--- config.mk ---
export PLATFORM = sky130hd
export DESIGN_NAME = wave_select
export DESIGN_NICKNAME = d
export VERILOG_FILES = /design/src/rtl/wave_select_pkg.sv /design/src/rtl/wave_select_tri.sv /design/src/rtl/wave_select_sqr.sv /design/src/rtl/wave_select_mix.sv /design/src/rtl/wave_select.sv
export SDC_FILE = /design/constraint.sdc
export NUM_CORES = 1
export LEC_CHECK = 0
export ABC_AREA = 0
export ABC_CLOCK_PERIOD_IN_PS = 8000
export BUFFER_PORTS_ARGS = -buffer_cell sky130_fd_sc_hd__buf_4
export CORE_MARGIN = 2
export CORE_UTILIZATION = 46
export CTS_CLUSTER_DIAMETER = 40
export DETAILED_ROUTE_END_ITERATION = 7
export GPL_TIMING_DRIVEN = 0
export PLACE_DENSITY = 0.88
export SYNTH_ARGS = -nofsm -noshare
export SYNTH_HDL_FRONTEND = slang
export SYNTH_HIERARCHICAL = 1
export SYNTH_SLANG_ARGS = --single-unit
--- constraint.sdc ---
create_clock -name clk -period 8 [get_ports clk]
set_input_delay 0.8 -clock clk [delete_from_list [all_inputs] [get_ports clk]]
set_output_delay 0.8 -clock clk [all_outputs]
set_load 0.005 [all_outputs]
--- src/rtl/wave_select_pkg.sv ---
// Package: shared parameters and the shape-select bit positions.
// Assumes: select bits are decoded by position, never as an enumeration.
package wave_select_pkg;
    localparam int ACC_W   = 24;
    localparam int SHAPE_W = 12;
    localparam int PEEK_W  = 8;
    localparam int SEL_W   = 4;

    // Bit positions of the shape select
    localparam int SEL_TRI   = 0;
    localparam int SEL_RAMP  = 1;
    localparam int SEL_SQR   = 2;
    localparam int SEL_NOISE = 3;
    localparam int N_TONAL   = 3;
endpackage

--- src/rtl/wave_select_tri.sv ---
// Module: folded triangle with optional ring modulation.
// Assumes: ACC_W > SHAPE_W + 1; the fold bit is the accumulator MSB.
module wave_select_tri #(
    parameter int ACC_W   = 24,
    parameter int SHAPE_W = 12
) (
    input  logic [ACC_W-1:0]   acc_i,
    input  logic [ACC_W-1:0]   src_acc_i,
    input  logic               ring_en_i,
    output logic [SHAPE_W-1:0] tri_o
);
    localparam int LO = ACC_W - 1 - SHAPE_W;

    logic fold;

    // Fold bit: own MSB, optionally XORed with the modulator MSB
    always_comb begin
        fold  = acc_i[ACC_W-1] ^ (ring_en_i & src_acc_i[ACC_W-1]);
        tri_o = fold ? ~acc_i[ACC_W-2:LO] : acc_i[ACC_W-2:LO];
    end
endmodule

--- src/rtl/wave_select_sqr.sv ---
// Module: ramp and square shapes taken from the accumulator top bits.
// Assumes: the square threshold is unsigned and as wide as the shape.
module wave_select_sqr #(
    parameter int ACC_W   = 24,
    parameter int SHAPE_W = 12
) (
    input  logic [ACC_W-1:0]   acc_i,
    input  logic [SHAPE_W-1:0] pw_i,
    input  logic               test_i,
    output logic [SHAPE_W-1:0] ramp_o,
    output logic [SHAPE_W-1:0] sqr_o
);
    logic [SHAPE_W-1:0] top;

    // Ramp is the top bits; square compares them with the threshold
    always_comb begin
        top    = acc_i[ACC_W-1:ACC_W-SHAPE_W];
        ramp_o = top;
        sqr_o  = (test_i || (top >= pw_i)) ? '1 : '0;
    end
endmodule

--- src/rtl/wave_select_mix.sv ---
// Module: combines the tonal shapes by AND and applies noise rules.
// Assumes: the select bit positions come from wave_select_pkg.
module wave_select_mix
    import wave_select_pkg::*;
#(
    parameter int SHAPE_W = 12
) (
    input  logic [SEL_W-1:0]   sel_i,
    input  logic [SHAPE_W-1:0] tri_i,
    input  logic [SHAPE_W-1:0] ramp_i,
    input  logic [SHAPE_W-1:0] sqr_i,
    input  logic [SHAPE_W-1:0] noise_i,
    output logic [SHAPE_W-1:0] mix_o
);
    logic [SHAPE_W-1:0] shapes [N_TONAL];
    logic [SHAPE_W-1:0] masked [N_TONAL];
    logic [SHAPE_W-1:0] anded;

    assign shapes[SEL_TRI]  = tri_i;
    assign shapes[SEL_RAMP] = ramp_i;
    assign shapes[SEL_SQR]  = sqr_i;

    // Unselected shapes turn into all ones so they drop out of the AND
    for (genvar g = 0; g < N_TONAL; g++) begin : g_mask
        assign masked[g] = sel_i[g] ? shapes[g] : '1;
    end

    // AND across the tonal shapes
    always_comb begin
        anded = '1;
        for (int i = 0; i < N_TONAL; i++) anded &= masked[i];
    end

    // Final pick: silence, tonal AND, noise alone or silenced noise mix
    always_comb begin
        if (sel_i[SEL_NOISE])
            mix_o = (sel_i[N_TONAL-1:0] == '0) ? noise_i : '0;
        else if (sel_i[N_TONAL-1:0] == '0)
            mix_o = '0;
        else
            mix_o = anded;
    end
endmodule

--- src/rtl/wave_select.sv ---
// Module: top of the shape selector; registers the shape and its readback.
// Assumes: synchronous active-low reset; the inputs are stable around clk.
module wave_select
    import wave_select_pkg::*;
#(
    parameter int AW = ACC_W,
    parameter int SW = SHAPE_W,
    parameter int PW = PEEK_W
) (
    input  logic          clk,
    input  logic          rst_n,
    input  logic [AW-1:0] acc_i,
    input  logic [AW-1:0] src_acc_i,
    input  logic [SW-1:0] pw_i,
    input  logic [SW-1:0] noise_i,
    input  logic [3:0]    sel_i,
    input  logic          ring_en_i,
    input  logic          test_i,
    output logic [SW-1:0] wave_o,
    output logic [PW-1:0] peek_o
);
    logic [SW-1:0] tri_w, ramp_w, sqr_w, mix_w;

    wave_select_tri #(.ACC_W(AW), .SHAPE_W(SW)) u_tri (
        .acc_i(acc_i), .src_acc_i(src_acc_i), .ring_en_i(ring_en_i), .tri_o(tri_w));

    wave_select_sqr #(.ACC_W(AW), .SHAPE_W(SW)) u_sqr (
        .acc_i(acc_i), .pw_i(pw_i), .test_i(test_i), .ramp_o(ramp_w), .sqr_o(sqr_w));

    wave_select_mix #(.SHAPE_W(SW)) u_mix (
        .sel_i(sel_i), .tri_i(tri_w), .ramp_i(ramp_w), .sqr_i(sqr_w),
        .noise_i(noise_i), .mix_o(mix_w));

    // Output register for the full shape
    always_ff @(posedge clk) begin
        if (!rst_n) wave_o <= '0;
        else        wave_o <= mix_w;
    end

    // Separate register for the coarse readback
    always_ff @(posedge clk) begin
        if (!rst_n) peek_o <= '0;
        else        peek_o <= mix_w[SW-1:SW-PW];
    end
endmodule

Word-level counts from Yosys, hierarchy flattened
Index checks and enable logic that the tools add are counted.
{"block": "classes", "addsub": 0, "n_mul": 0, "div_mod_pow": 0, "order_cmp": 1, "n_eq_ne": 0, "shift": 0, "muxes": 8, "bitwise": 5, "reduce_logical": 2}
{"op": "12-bit 2-to-1 mux", "n": 8}
{"op": "12-bit AND", "n": 2}
{"op": "12-bit greater-or-equal comparator", "n": 1}
{"op": "12-bit inverter", "n": 1}
{"op": "3-bit zero test", "n": 1}
{"op": "1-bit AND", "n": 1}
{"op": "1-bit logical OR", "n": 1}
{"op": "1-bit bitwise XOR", "n": 1}
{"block": "totals", "regBits": 20, "latchBits": 0, "ramBits": 0, "mem_bits_ro": 0, "inputBits": 80, "output_inout_bits": 20, "wordCells": 18, "n_memories": 0}

Depth between registers and ports, before layout
Gate-level depths: netlist of the first run.
{"block": "depth", "depth_word": 8, "ltp_mapped": 10, "ltp_nobuf": 9}

Hierarchy
The synthesis of the first run kept the hierarchy.
{"mod": "wave_select_sqr", "instances": 1, "cells_per_inst": 63, "area_per_inst_um2": 467.9, "seq_area_each_um2": 0.0}
{"mod": "wave_select", "instances": 1, "cells_per_inst": 33, "area_per_inst_um2": 396.6, "seq_area_each_um2": 240.2}
{"mod": "wave_select_mix", "instances": 1, "cells_per_inst": 58, "area_per_inst_um2": 394.1, "seq_area_each_um2": 0.0}
{"mod": "wave_select_tri", "instances": 1, "cells_per_inst": 28, "area_per_inst_um2": 244.0, "seq_area_each_um2": 0.0}

Least setup slack after synthesis of the first run
OpenSTA, ideal clock, no wires.
{"block": "synth_timing", "path_kind": "input port to flip-flop", "startpoint": "in pw_i[3]", "endpoint": "reg wave_o[1]", "setup_time_ns": 0.057, "t_arrival_ns": 3.082, "required_ns": 7.943, "setup_slack_ns": 4.860, "cell_stages": 10, "path_buffers": 1, "path_cell_list": "inv_1 ha_1 o211ai_1 a21oi_1 a211oi_1 o41ai_1 buf_4 o221ai_1 o21ai_2 and2_2"}
{"block": "synth_between", "elab_chain_len": 7}
{"element": "start: declaration", "line": "wave_select.sv:14", "rtl": "input logic [SW-1:0] pw_i,"}
{"element": "12-bit greater-or-equal comparator", "line": "wave_select_sqr.sv:19", "rtl": "sqr_o = (test_i || (top >= pw_i)) ? '1 : '0;"}
{"element": "1-bit logical OR", "line": "wave_select_sqr.sv:19"}
{"element": "12-bit 2-to-1 mux", "line": "wave_select_sqr.sv:19"}
{"element": "via sqr_w[1]", "line": "wave_select.sv:22", "rtl": "logic [SW-1:0] tri_w, ramp_w, sqr_w, mix_w;"}
{"element": "12-bit 2-to-1 mux", "line": "wave_select_mix.sv:25", "rtl": "assign masked[g] = sel_i[g] ? shapes[g] : '1;"}
{"element": "12-bit AND", "line": "wave_select_mix.sv:31", "rtl": "for (int i = 0; i < N_TONAL; i++) anded &= masked[i];"}
{"element": "12-bit 2-to-1 mux", "line": "wave_select_mix.sv:38", "rtl": "else if (sel_i[N_TONAL-1:0] == '0)"}
{"element": "12-bit 2-to-1 mux", "line": "wave_select_mix.sv:36", "rtl": "if (sel_i[SEL_NOISE])"}
{"element": "via mix_w[1]", "line": "wave_select.sv:22"}
{"element": "end signal: assignment", "line": "wave_select.sv:37", "rtl": "else wave_o <= mix_w;"}
{"element": "end: declaration", "line": "wave_select.sv:19", "rtl": "output logic [SW-1:0] wave_o,"}
The timed path passes the listed nets, and every way through them passes these cells.
A chain may end at the register's enable or synchronous reset.

Worst setup path in the final report of the first run
{"block": "layout_timing", "startpoint": "in acc_i[15]", "endpoint": "reg wave_o[5]"}
{"block": "layout_between", "elab_chain_len": 7}
{"element": "start: declaration", "line": "wave_select.sv:12", "rtl": "input logic [AW-1:0] acc_i,"}
{"element": "12-bit greater-or-equal comparator", "line": "wave_select_sqr.sv:19"}
{"element": "1-bit logical OR", "line": "wave_select_sqr.sv:19"}
{"element": "12-bit 2-to-1 mux", "line": "wave_select_sqr.sv:19"}
{"element": "via sqr_w[5]", "line": "wave_select.sv:22"}
{"element": "12-bit 2-to-1 mux", "line": "wave_select_mix.sv:25"}
{"element": "12-bit AND", "line": "wave_select_mix.sv:31"}
{"element": "12-bit 2-to-1 mux", "line": "wave_select_mix.sv:38"}
{"element": "12-bit 2-to-1 mux", "line": "wave_select_mix.sv:36"}
{"element": "via mix_w[5]", "line": "wave_select.sv:22"}
The timed path passes the listed nets, and every way through them passes these cells.

==> out/qor.csv, run 1 <==
stage,metric,value,unit
floorplanning,core footprint,3080,sq um
drt,Post-DRT Antenna Nets,0,
place,Port Buffers,65,
layout,number of flip-flops in the largest register,12,
drt,drt wl/cell,9.81,um
grt,initial antenna violation count,0,
layout,final instance area,2080,sq um
pwr,Seq pwr share,0.316,
place,area post-placement,2050,sq um
place,gp weighted congestion,0.797,
pwr,worst ir drop on vdd,0.0391,mV
timing,Max Fclk,347,MHz
grt,GRT Util Overall,0.161,
layout,nets@finish,344,
layout,most frequent cells in the layout,"96 x buf_4, 24 x xnor2_1, 14 x nand2_1",
layout,share of cells above drive strength 1,0.516,
floorplanning,Initial Utilization,0.488,
timing,Final Hold Fails,0,
grt,largest net degree at the start of global routing,13,
layout,Area Growth Syn to Fin,38.1,%
status,status,"complete, no violations",
timing,Period minus WS final,2.88,ns
floorplanning,die width,61.2,um
setup_path,CP max FO,12,
pwr,pwr/cell area,99.2,nW/um^2
timing,Total Neg Setup Slack,0,ns
logic_synthesis,cell taking the most area after synthesis,dfxtp_1,
pwr,internal power,0.000148,W
layout,"commonest non-fill, non-tap cell in the layout",buf_4,
min_path,hold crit path type,in2reg,
min_path,hold path depth,2,
drt,via count,1306,
drt,Remaining DRCs,0,
grt,vias in the first global route,1195,
cts,CTS Buf Count,3,
cts,cts hold-fix bufs,0,
setup_path,Critical Path Source Type,input pin,
timing,RSZ-0062 raised after global routing,false,
place,Detail Placement HPWL,2.64,mm
timing,Slew HR,0.324,
pwr,leak pwr,1.02,nW
floorplanning,num ports,100,
cts,Post-CTS Resized,0,
drt,WL final,2.89,mm
setup_path,CP startpoint,acc_i[15],
cts,clock root buffer,clkbuf_4,
logic_synthesis,synthesis warning total,6,
logic_synthesis,post-synthesis register bit count,12,
logic_synthesis,top post-synthesis cells by area,"dfxtp_1 16%, buf_4 15%, xnor2_1 14%",
timing,Slew Limit Fails,0,
grt,first-pass GRT wire length,4.64,mm
timing,Setup-failing EPs final,0,
logic_synthesis,Syn Nets,274,
cts,H-tree Lvls,1,
timing,final cycle utilization of the critical path,0.361,
grt,global route overflow,0,
timing,Worst-Margin Slew,1.00,ns
cts,setup bufs post-CTS,0,
pwr,Clock Power Share,0.166,
setup_path,Worst Path Arrival,3.10,ns
layout,biggest regs,wave_o x12,
layout,Biggest register,wave_o,
pwr,combinational power share,0.518,
cts,CTS tree,done,
drt,DRT iter0 DRCs,10,
drt,Via-to-Cell Ratio,4.44,
layout,diode count,0,
logic_synthesis,register area share after synthesis,0.160,
cts,clk slew on worst S/H paths,0.06,ns
setup_path,Crit Path Class,in2reg,
drt,DR pass1 iterations,3,
logic_synthesis,Yosys top cell area share,0.160,
cts,clk sinks,12,
floorplanning,Rows,20,
setup_path,endpoint type of the worst setup path,flop,
flow_run,Max Cap Viol,0,
pwr,P_sw,0.0000582,W
pwr,switch share,0.283,
setup_path,Setup crit end,wave_o[5]$_SDFF_PN0_,
logic_synthesis,synthesized area per cell,8.26,sq um
cts,clk buf depth,2,
logic_synthesis,Yosys cell types,31,
logic_synthesis,Synth Cell Area,1500,sq um
floorplanning,die height,61.2,um
setup_path,Worst EP required,8.22,ns
floorplanning,die area,3740,sq um
logic_synthesis,Cells after Synth,182,
-- layer usage --
metal,global-route usage,vias to the layer above,wire (um)
li1,-,713,-
met1,0.175,540,1190
met2,0.301,48,1430
met3,0.0210,5,214
met4,0.0807,0,56
met5,0,-,0
-- critical path, cell delays in order --
cell	delay (ns)
buf_4	0.13
ha_1	0.29
o211ai_1	0.09
a21oi_1	0.15
a211oi_1	0.08
o41ai_2	0.93
buf_4	0.23
o221ai_1	0.14
o21ai_2	0.13
and2_2	0.13
-- Yosys cell counts --
library cell,n
buf_4,31
xnor2_1,24
nand2_1,14
inv_1,13
dfxtp_1,12
ha_1,12
o221ai_1,12
nand2b_1,11
o21ai_2,10
and2_2,8
and2_1,5
buf_6,5
a21oi_1,3
nor2_1,3
buf_2,2
o21ai_1,2
a2111oi_2,1
a211o_1,1
a211oi_1,1
clkbuf_1,1
clkbuf_2,1
inv_2,1
nand3_1,1
nand4_1,1
nor3_1,1
nor4b_2,1
o211ai_1,1
o21a_1,1
o41ai_1,1
or2_1,1
or2b_1,1
-- logic make-up (layout without fill, tap and decap cells) --
kind of cell	count (synthesis)	after routing	synth area share
AND/OR/NAND/NOR	47	47	0.179
flip-flops	12	12	0.160
adder cells (fa/ha/maj)	12	12	0.0999
buffers and inverters	54	122	0.240
XOR/XNOR	24	24	0.140
AO/OA/AOI/OAI	33	33	0.182
-- power groups by stage --
stage | combinational, W | clock [W] | sequential [W]
after floorplan | 0.0000685 | 0 | 0.0000670
after global placement | 0.000104 | 0 | 0.0000663
after detailed placement | 0.000108 | 0 | 0.0000665
after CTS | 0.000108 | 0.0000359 | 0.0000652
after global routing | 0.000119 | 0.0000383 | 0.0000655
final | 0.000107 | 0.0000341 | 0.0000651
-- final cells by class --
type,instances,area (sq um)
fill,276,1000
multi-input combinational,116,910
timing repair buffer,65,488
buffer,40,308
sequential,12,240
tap,44,55.1
inverter,14,52.6
clock buffer,3,22.5
-- worst min path at each step --
| stage | startpoint | end | slack, ns |
|---|---|---|---|
| floorplan | rst_n | wave_o[1]$_SDFF_PN0_ | 0.94 |
| CTS | rst_n | wave_o[1]$_SDFF_PN0_ | 0.76 |
| global route | rst_n | wave_o[1]$_SDFF_PN0_ | 0.77 |
| finish | rst_n | wave_o[1]$_SDFF_PN0_ | 0.77 |
| global placement | rst_n | wave_o[1]$_SDFF_PN0_ | 1.04 |
| detailed placement | rst_n | wave_o[1]$_SDFF_PN0_ | 1.04 |
-- per-stage QoR --
step                       util  setup WS (ns)  hold WS [ns]  instances  total power, W
final                     0.674           5.12         0.768        294        0.000206
after global routing      0.674           4.95         0.768        294        0.000223
after CTS                 0.674           5.09         0.759        294        0.000209
after detailed placement  0.667           4.81          1.04        291        0.000174
after global placement    0.665           4.31          1.04        291        0.000171
after floorplan               -           4.86         0.936        182        0.000135
(Power assumes the default switching activity.)
==> inputs of run 2 (changes only) <==
- ABC_AREA: 0 -> 1
- ABC_CLOCK_PERIOD_IN_PS: 8000 -> 2900
- CORE_UTILIZATION: 46 -> 45
- PLACE_DENSITY: 0.88 -> 0.83
- clock period: 8 -> 2.9 ns (I/O delays scaled with it)
==> run 2 against run 1 <==
  * Die area is 18% higher
  * Worst setup slack got worse by 4.1 ns
  * Wire length increased by 31%
  * First-iteration DRC count increased to 3.7 times the previous value
  * Synthesized cell count up 80%
  * Global-route usage increased by 2.4 points
  * Hold slack worse by 0.50 ns
  * Area after synthesis increased by 17%
==> out/qor.csv, run 2 <==
stage,metric,value,unit
logic_synthesis,synthesized area per cell,5.35,sq um
grt,GRT Util Overall,0.185,
drt,Remaining DRCs,0,
layout,most frequent cells in the layout,"117 x nand2_1, 97 x buf_4, 95 x inv_1",
cts,CTS tree,done,
timing,Worst-Margin Slew,0.432,ns
pwr,leak pwr,1.72,nW
timing,Setup-failing EPs final,0,
logic_synthesis,Yosys cell types,15,
drt,via count,1904,
timing,Final Hold Fails,0,
logic_synthesis,cell taking the most area after synthesis,nand2_1,
place,DP Worst Slack,0.814,ns
status,status,"complete, no violations",
flow_run,Max Cap Viol,0,
grt,global route overflow,0,
logic_synthesis,Yosys top cell area share,0.250,
logic_synthesis,synthesis warning total,6,
floorplanning,Rows,22,
cts,clock root buffer,clkbuf_8,
grt,vias in the first global route,1687,
cts,H-tree Lvls,1,
grt,largest net degree at the start of global routing,13,
cts,clk sinks,12,
place,Detail Placement HPWL,3.15,mm
drt,DRT iter0 DRCs,37,
setup_path,Worst Path Arrival,2.05,ns
logic_synthesis,Post-synth EDFFs,0,
layout,diode count,0,
pwr,combinational power share,0.450,
layout,nets@finish,490,
cts,Post-CTS Resized,0,
logic_synthesis,Cells after Synth,328,
logic_synthesis,most frequent cell after synthesis,nand2_1,
pwr,internal power,0.000450,W
drt,drt wl/cell,8.49,um
timing,Slew Limit Fails,0,
floorplanning,die height,66.4,um
logic_synthesis,top post-synthesis cells by area,"nand2_1 25%, inv_1 20%, dfxtp_1 14%",
pwr,switch share,0.304,
setup_path,Setup crit end,wave_o[5]$_SDFF_PN0_,
pwr,P_sw,0.000197,W
floorplanning,num ports,100,
setup_path,Critical Path Source Type,input pin,
grt,first-pass GRT wire length,6.63,mm
place,Port Buffers,65,
setup_path,Crit Path Class,in2reg,
timing,Period minus WS final,1.87,ns
cts,CTS Buf Count,3,
floorplanning,Initial Utilization,0.472,
setup_path,endpoint type of the worst setup path,flop,
floorplanning,core footprint,3720,sq um
logic_synthesis,ys async rst share,0,
setup_path,CP startpoint,acc_i[23],
min_path,hold path depth,3,
logic_synthesis,register area share after synthesis,0.137,
timing,Total Neg Setup Slack,0,ns
logic_synthesis,Post-synth top cells,"117 x nand2_1, 95 x inv_1, 32 x buf_4, 26 x nand3_1, 14 x a21oi_1",
pwr,Seq pwr share,0.277,
timing,RSZ-0062 raised after global routing,false,
timing,Slew HR,0.712,
cts,setup bufs post-CTS,0,
timing,Max Fclk,535,MHz
grt,initial antenna violation count,0,
floorplanning,die area,4410,sq um
pwr,worst ir drop on vdd,0.146,mV
cts,clk buf depth,2,
drt,Via-to-Cell Ratio,4.28,
floorplanning,die width,66.4,um
cts,clk slew on worst S/H paths,0.05,ns
pwr,pwr/cell area,275,nW/um^2
drt,Post-DRT Antenna Nets,0,
layout,Biggest register,wave_o,
timing,final cycle utilization of the critical path,0.644,
setup_path,CP max FO,12,
layout,"commonest non-fill, non-tap cell in the layout",nand2_1,
layout,Area Growth Syn to Fin,34.4,%
cts,cts hold-fix bufs,0,
logic_synthesis,post-synthesis register bit count,12,
drt,DR pass1 iterations,5,
layout,# fillers,382,
layout,share of cells above drive strength 1,0.290,
pwr,Clock Power Share,0.273,
setup_path,Worst EP required,3.08,ns
layout,biggest regs,wave_o x12,
drt,WL final,3.78,mm
min_path,hold crit path type,in2reg,
place,gp weighted congestion,0.826,
logic_synthesis,Synth Cell Area,1750,sq um
logic_synthesis,Syn Nets,420,
timing,fin worst setup slack,1.03,ns
layout,number of flip-flops in the largest register,12,
logic_synthesis,Main synth FF type,dfxtp_1,
pwr,Tot Pwr,0.000647,W
[run 2: changes by cell type after synthesis, moves of 12 or more]
cell      change
xnor2_1      -24
nand2_1     +103
inv_1        +82
o221ai_1     -12
nand3_1      +25
[run 2: critical path, stage by stage]
cell and delay, ns:
buf_4 0.13, ha_1 0.29, nand2_1 0.08, nor2_2 0.12, nand2_1 0.07, nor2_1 0.08, nand2_1 0.06, nand2_1 0.32
buf_4 0.18, inv_1 0.03, a21oi_1 0.11, nand3_1 0.10, nand2_1 0.08, nand2_1 0.06, inv_1 0.05
[run 2: final cells by class]
cell class                 instances  area (sq um)  share of cell area
inverter                          95           357               0.151
multi-input combinational        180           855               0.363
tap                               48          60.1              0.0255
timing repair buffer              65           488               0.207
clock buffer                       4          55.1              0.0234
sequential                        12           240               0.102
buffer                            41           303               0.128
[run 2: how the worst min path moves through the flow]
stage	start	end	slack, ns
3_3_place_gp	rst_n	wave_o[1]$_SDFF_PN0_	0.50
2_1_floorplan	rst_n	wave_o[1]$_SDFF_PN0_	0.38
6_report	rst_n	wave_o[1]$_SDFF_PN0_	0.27
4_1_cts	rst_n	wave_o[1]$_SDFF_PN0_	0.27
5_1_grt	rst_n	wave_o[1]$_SDFF_PN0_	0.29
3_5_place_dp	rst_n	wave_o[1]$_SDFF_PN0_	0.51
[run 2: per-stage QoR]
| step | area (sq um) | cells | utilization | hold WS, ns |
|---|---|---|---|---|
| 2_1_floorplan | 1750 | 328 | - | 0.383 |
| 3_3_place_gp | 2300 | 441 | 0.620 | 0.500 |
| 3_5_place_dp | 2300 | 441 | 0.620 | 0.511 |
| 4_1_cts | 2360 | 445 | 0.634 | 0.266 |
| 5_1_grt | 2360 | 445 | 0.634 | 0.288 |
| 6_report | 2360 | 445 | 0.634 | 0.266 |
[run 2: per-layer routing]
metal / up-vias / global-route usage / part of all wire
li1: 1040 / - / -
met1: 813 / 0.209 / 0.45
met2: 49 / 0.358 / 0.49
met3: 2 / 0.0307 / 0.058
met4: 0 / 0.0357 / 0.0050
met5: - / 0 / 0
[run 2: power by group through the flow]
stage / logic (W) / registers, W / clock network, W
after CTS: 0.000293 / 0.000179 / 0.000182
after global routing: 0.000336 / 0.000180 / 0.000188
after detailed placement: 0.000292 / 0.000183 / 0
final: 0.000291 / 0.000179 / 0.000177
after floorplan: 0.000180 / 0.000184 / 0
after global placement: 0.000284 / 0.000182 / 0
[run 2: kinds of logic after synthesis]
logic type | share of synthesized area
AOI/OAI and AO/OA | 0.0399
adders and majority gates | 0.0856
buffers and inverters | 0.376
DFF | 0.137
and+or+nand+nor | 0.362
==> inputs of run 3 (changes only) <==
- ABC_CLOCK_PERIOD_IN_PS: 2900 -> 1500
- CORE_UTILIZATION: 45 -> 41
- PLACE_DENSITY: 0.83 -> 0.79
- clock period: 2.9 -> 1.5 ns (I/O delays scaled with it)
==> run 3 against run 2 <==
  * The run now ends with negative setup slack left
  * Worst setup slack worse by 1.0 ns
  * Combinational power grew 130%
  * Via count decreased by 2.2%
  * Cell count rose by 0.45%
  * Sequential share of layout area decreased by 0.89 points
  * Largest power group unchanged
  * Die area rose by 9.2%
  * Count of clock-buffer cells in the layout decreased by 1
==> out/qor.csv, run 3 (synthesis results as in run 2) <==
stage,metric,value,unit
setup_path,Critical Path Source Type,input pin,
min_path,hold crit path type,in2reg,
layout,Biggest register,wave_o,
layout,Area Growth Syn to Fin,47.3,%
timing,Worst-Margin Slew,0.531,ns
flow_run,Max Cap Viol,0,
cts,H-tree Lvls,1,
cts,clk slew on worst S/H paths,0.05,ns
setup_path,Worst EP required,1.68,ns
drt,via count,1862,
grt,initial antenna violation count,0,
drt,WL final,3.83,mm
timing,fin worst setup slack,-0.00249,ns
floorplanning,Rows,23,
status,status,finished with violations,
layout,"commonest non-fill, non-tap cell in the layout",nand2_1,
timing,final cycle utilization of the critical path,1.00,
timing,Max Fclk,666,MHz
grt,GRT Util Overall,0.147,
pwr,leak pwr,1.73,nW
timing,RSZ-0062 raised after global routing,true,
drt,DRT iter0 DRCs,40,
drt,Post-DRT Antenna Nets,0,
timing,Slew HR,0.646,
timing,Setup-failing EPs final,1,
pwr,pwr/cell area,494,nW/um^2
grt,largest net degree at the start of global routing,13,
layout,"Core Util, Final",0.637,
timing,Total Neg Setup Slack,-0.00249,ns
layout,nets@finish,491,
setup_path,Crit path max-delay family,simple AND/OR/NAND/NOR gates,
drt,drt wl/cell,8.56,um
place,Detail Placement HPWL,2.99,mm
floorplanning,die area,4820,sq um
floorplanning,die width,69.4,um
grt,global route overflow,0,
setup_path,endpoint type of the worst setup path,flop,
grt,first-pass GRT wire length,6.13,mm
place,area post-placement,2320,sq um
setup_path,max incr delay on CP,0.26,ns
drt,DR pass1 iterations,4,
place,gp weighted congestion,0.780,
pwr,worst ir drop on vdd,0.184,mV
cts,clock root buffer,clkbuf_8,
grt,vias in the first global route,1485,
timing,Period minus WS final,1.50,ns
cts,clk sinks,12,
timing,Final Hold Fails,0,
setup_path,Crit Path Class,in2reg,
drt,Via-to-Cell Ratio,4.17,
layout,number of flip-flops in the largest register,12,
place,Port Buffers,65,
layout,diode count,0,
layout,most frequent cells in the layout,"109 x nand2_1, 85 x buf_4, 84 x inv_1",
floorplanning,num ports,100,
setup_path,Worst Path Arrival,1.69,ns
cts,CTS tree,done,
setup_path,CP max FO,6,
layout,final instance area,2580,sq um
floorplanning,Initial Utilization,0.432,
layout,share of cells above drive strength 1,0.380,
setup_path,CP Cell Sequence,buf_6 > ha_4 > nand2_4 > nor2_4 > nand2_2 > nor2_2 > nand2_2 > nand2_4 > buf_4 > inv_1 > a21oi_1 > nand3_1 > nand2_1 > nand2_1 > inv_1,
layout,# fillers,375,
floorplanning,core footprint,4060,sq um
drt,Remaining DRCs,0,
setup_path,"Slowest-stage cell, CP",ha_4,
floorplanning,die height,69.4,um
timing,Slew Limit Fails,0,
cts,CTS Buf Count,3,
cts,clk buf depth,2,
status,failing checks,negative setup slack,
setup_path,Critical path buffers and inverters,4,
layout,biggest regs,wave_o x12,
## run 3: changes by cell type in the layout (fill, tap and decap cells not counted), moves of 4 or more
cell and delta:
a21oi_2 +6, nand2_4 +4, a21oi_1 -6, ha_1 -7, inv_2 +9, buf_4 -12
nand2_2 +5, nand2_1 -8, buf_6 +11, ha_4 +7, inv_1 -11
## run 3: metrics by stage
step | cells | hold slack, ns | total power (W) | setup slack [ns]
after detailed placement | 443 | 0.362 | 0.000916 | -0.288
after global routing | 447 | 0.148 | 0.00139 | -0.104
final | 447 | 0.120 | 0.00128 | -0.00249
after global placement | 443 | 0.360 | 0.000901 | -0.254
after CTS | 446 | 0.117 | 0.00120 | 0.00720
after floorplan | 328 | 0.243 | 0.000709 | 0.00807
## run 3: path summary, 6_finish.rpt
path,endpoint,startpoint,cells after the start
worst max-delay path,wave_o[10]$_SDFF_PN0_,acc_i[22],15
worst min-delay path,wave_o[2]$_SDFF_PN0_,rst_n,3
## run 3: power by group
part | internal (W) | switching [W] | leakage (nW) | total (W)
combinational | 0.000353 | 0.000302 | 1.61 | 0.000655
sequential | 0.000339 | 0.00000743 | 0.0984 | 0.000347
clock | 0.000175 | 0.0000998 | 0.0216 | 0.000275
## run 3: cell type report
class	instances	area (sq um)	share of cell area
flip-flops and latches	12	240	0.0930
multi-input cells	181	1040	0.402
plain buffers	41	322	0.124
inverters	95	362	0.140
well taps	50	62.6	0.0242
repair buffers	65	518	0.200
clock buffers	3	41.3	0.0160
## run 3: metal layers
| layer | routed length [um] | share of wire | global-route usage |
|---|---|---|---|
| met5 | 0 | 0 | 0 |
| met4 | 41 | 0.011 | 0.0458 |
| met3 | 184 | 0.048 | 0.0116 |
| met2 | 1950 | 0.51 | 0.265 |
| met1 | 1650 | 0.43 | 0.184 |
## run 3: what timing repair did
| action | CTS | global route |
|---|---|---|
| setup endpoints to repair | 11 | 12 |
| pin swaps | 1 | 40 |
| hold buffers | 0 | 0 |
| resized for setup | 2 | 51 |
| cloned | 0 | 1 |
| buffers inserted | 0 | 0 |
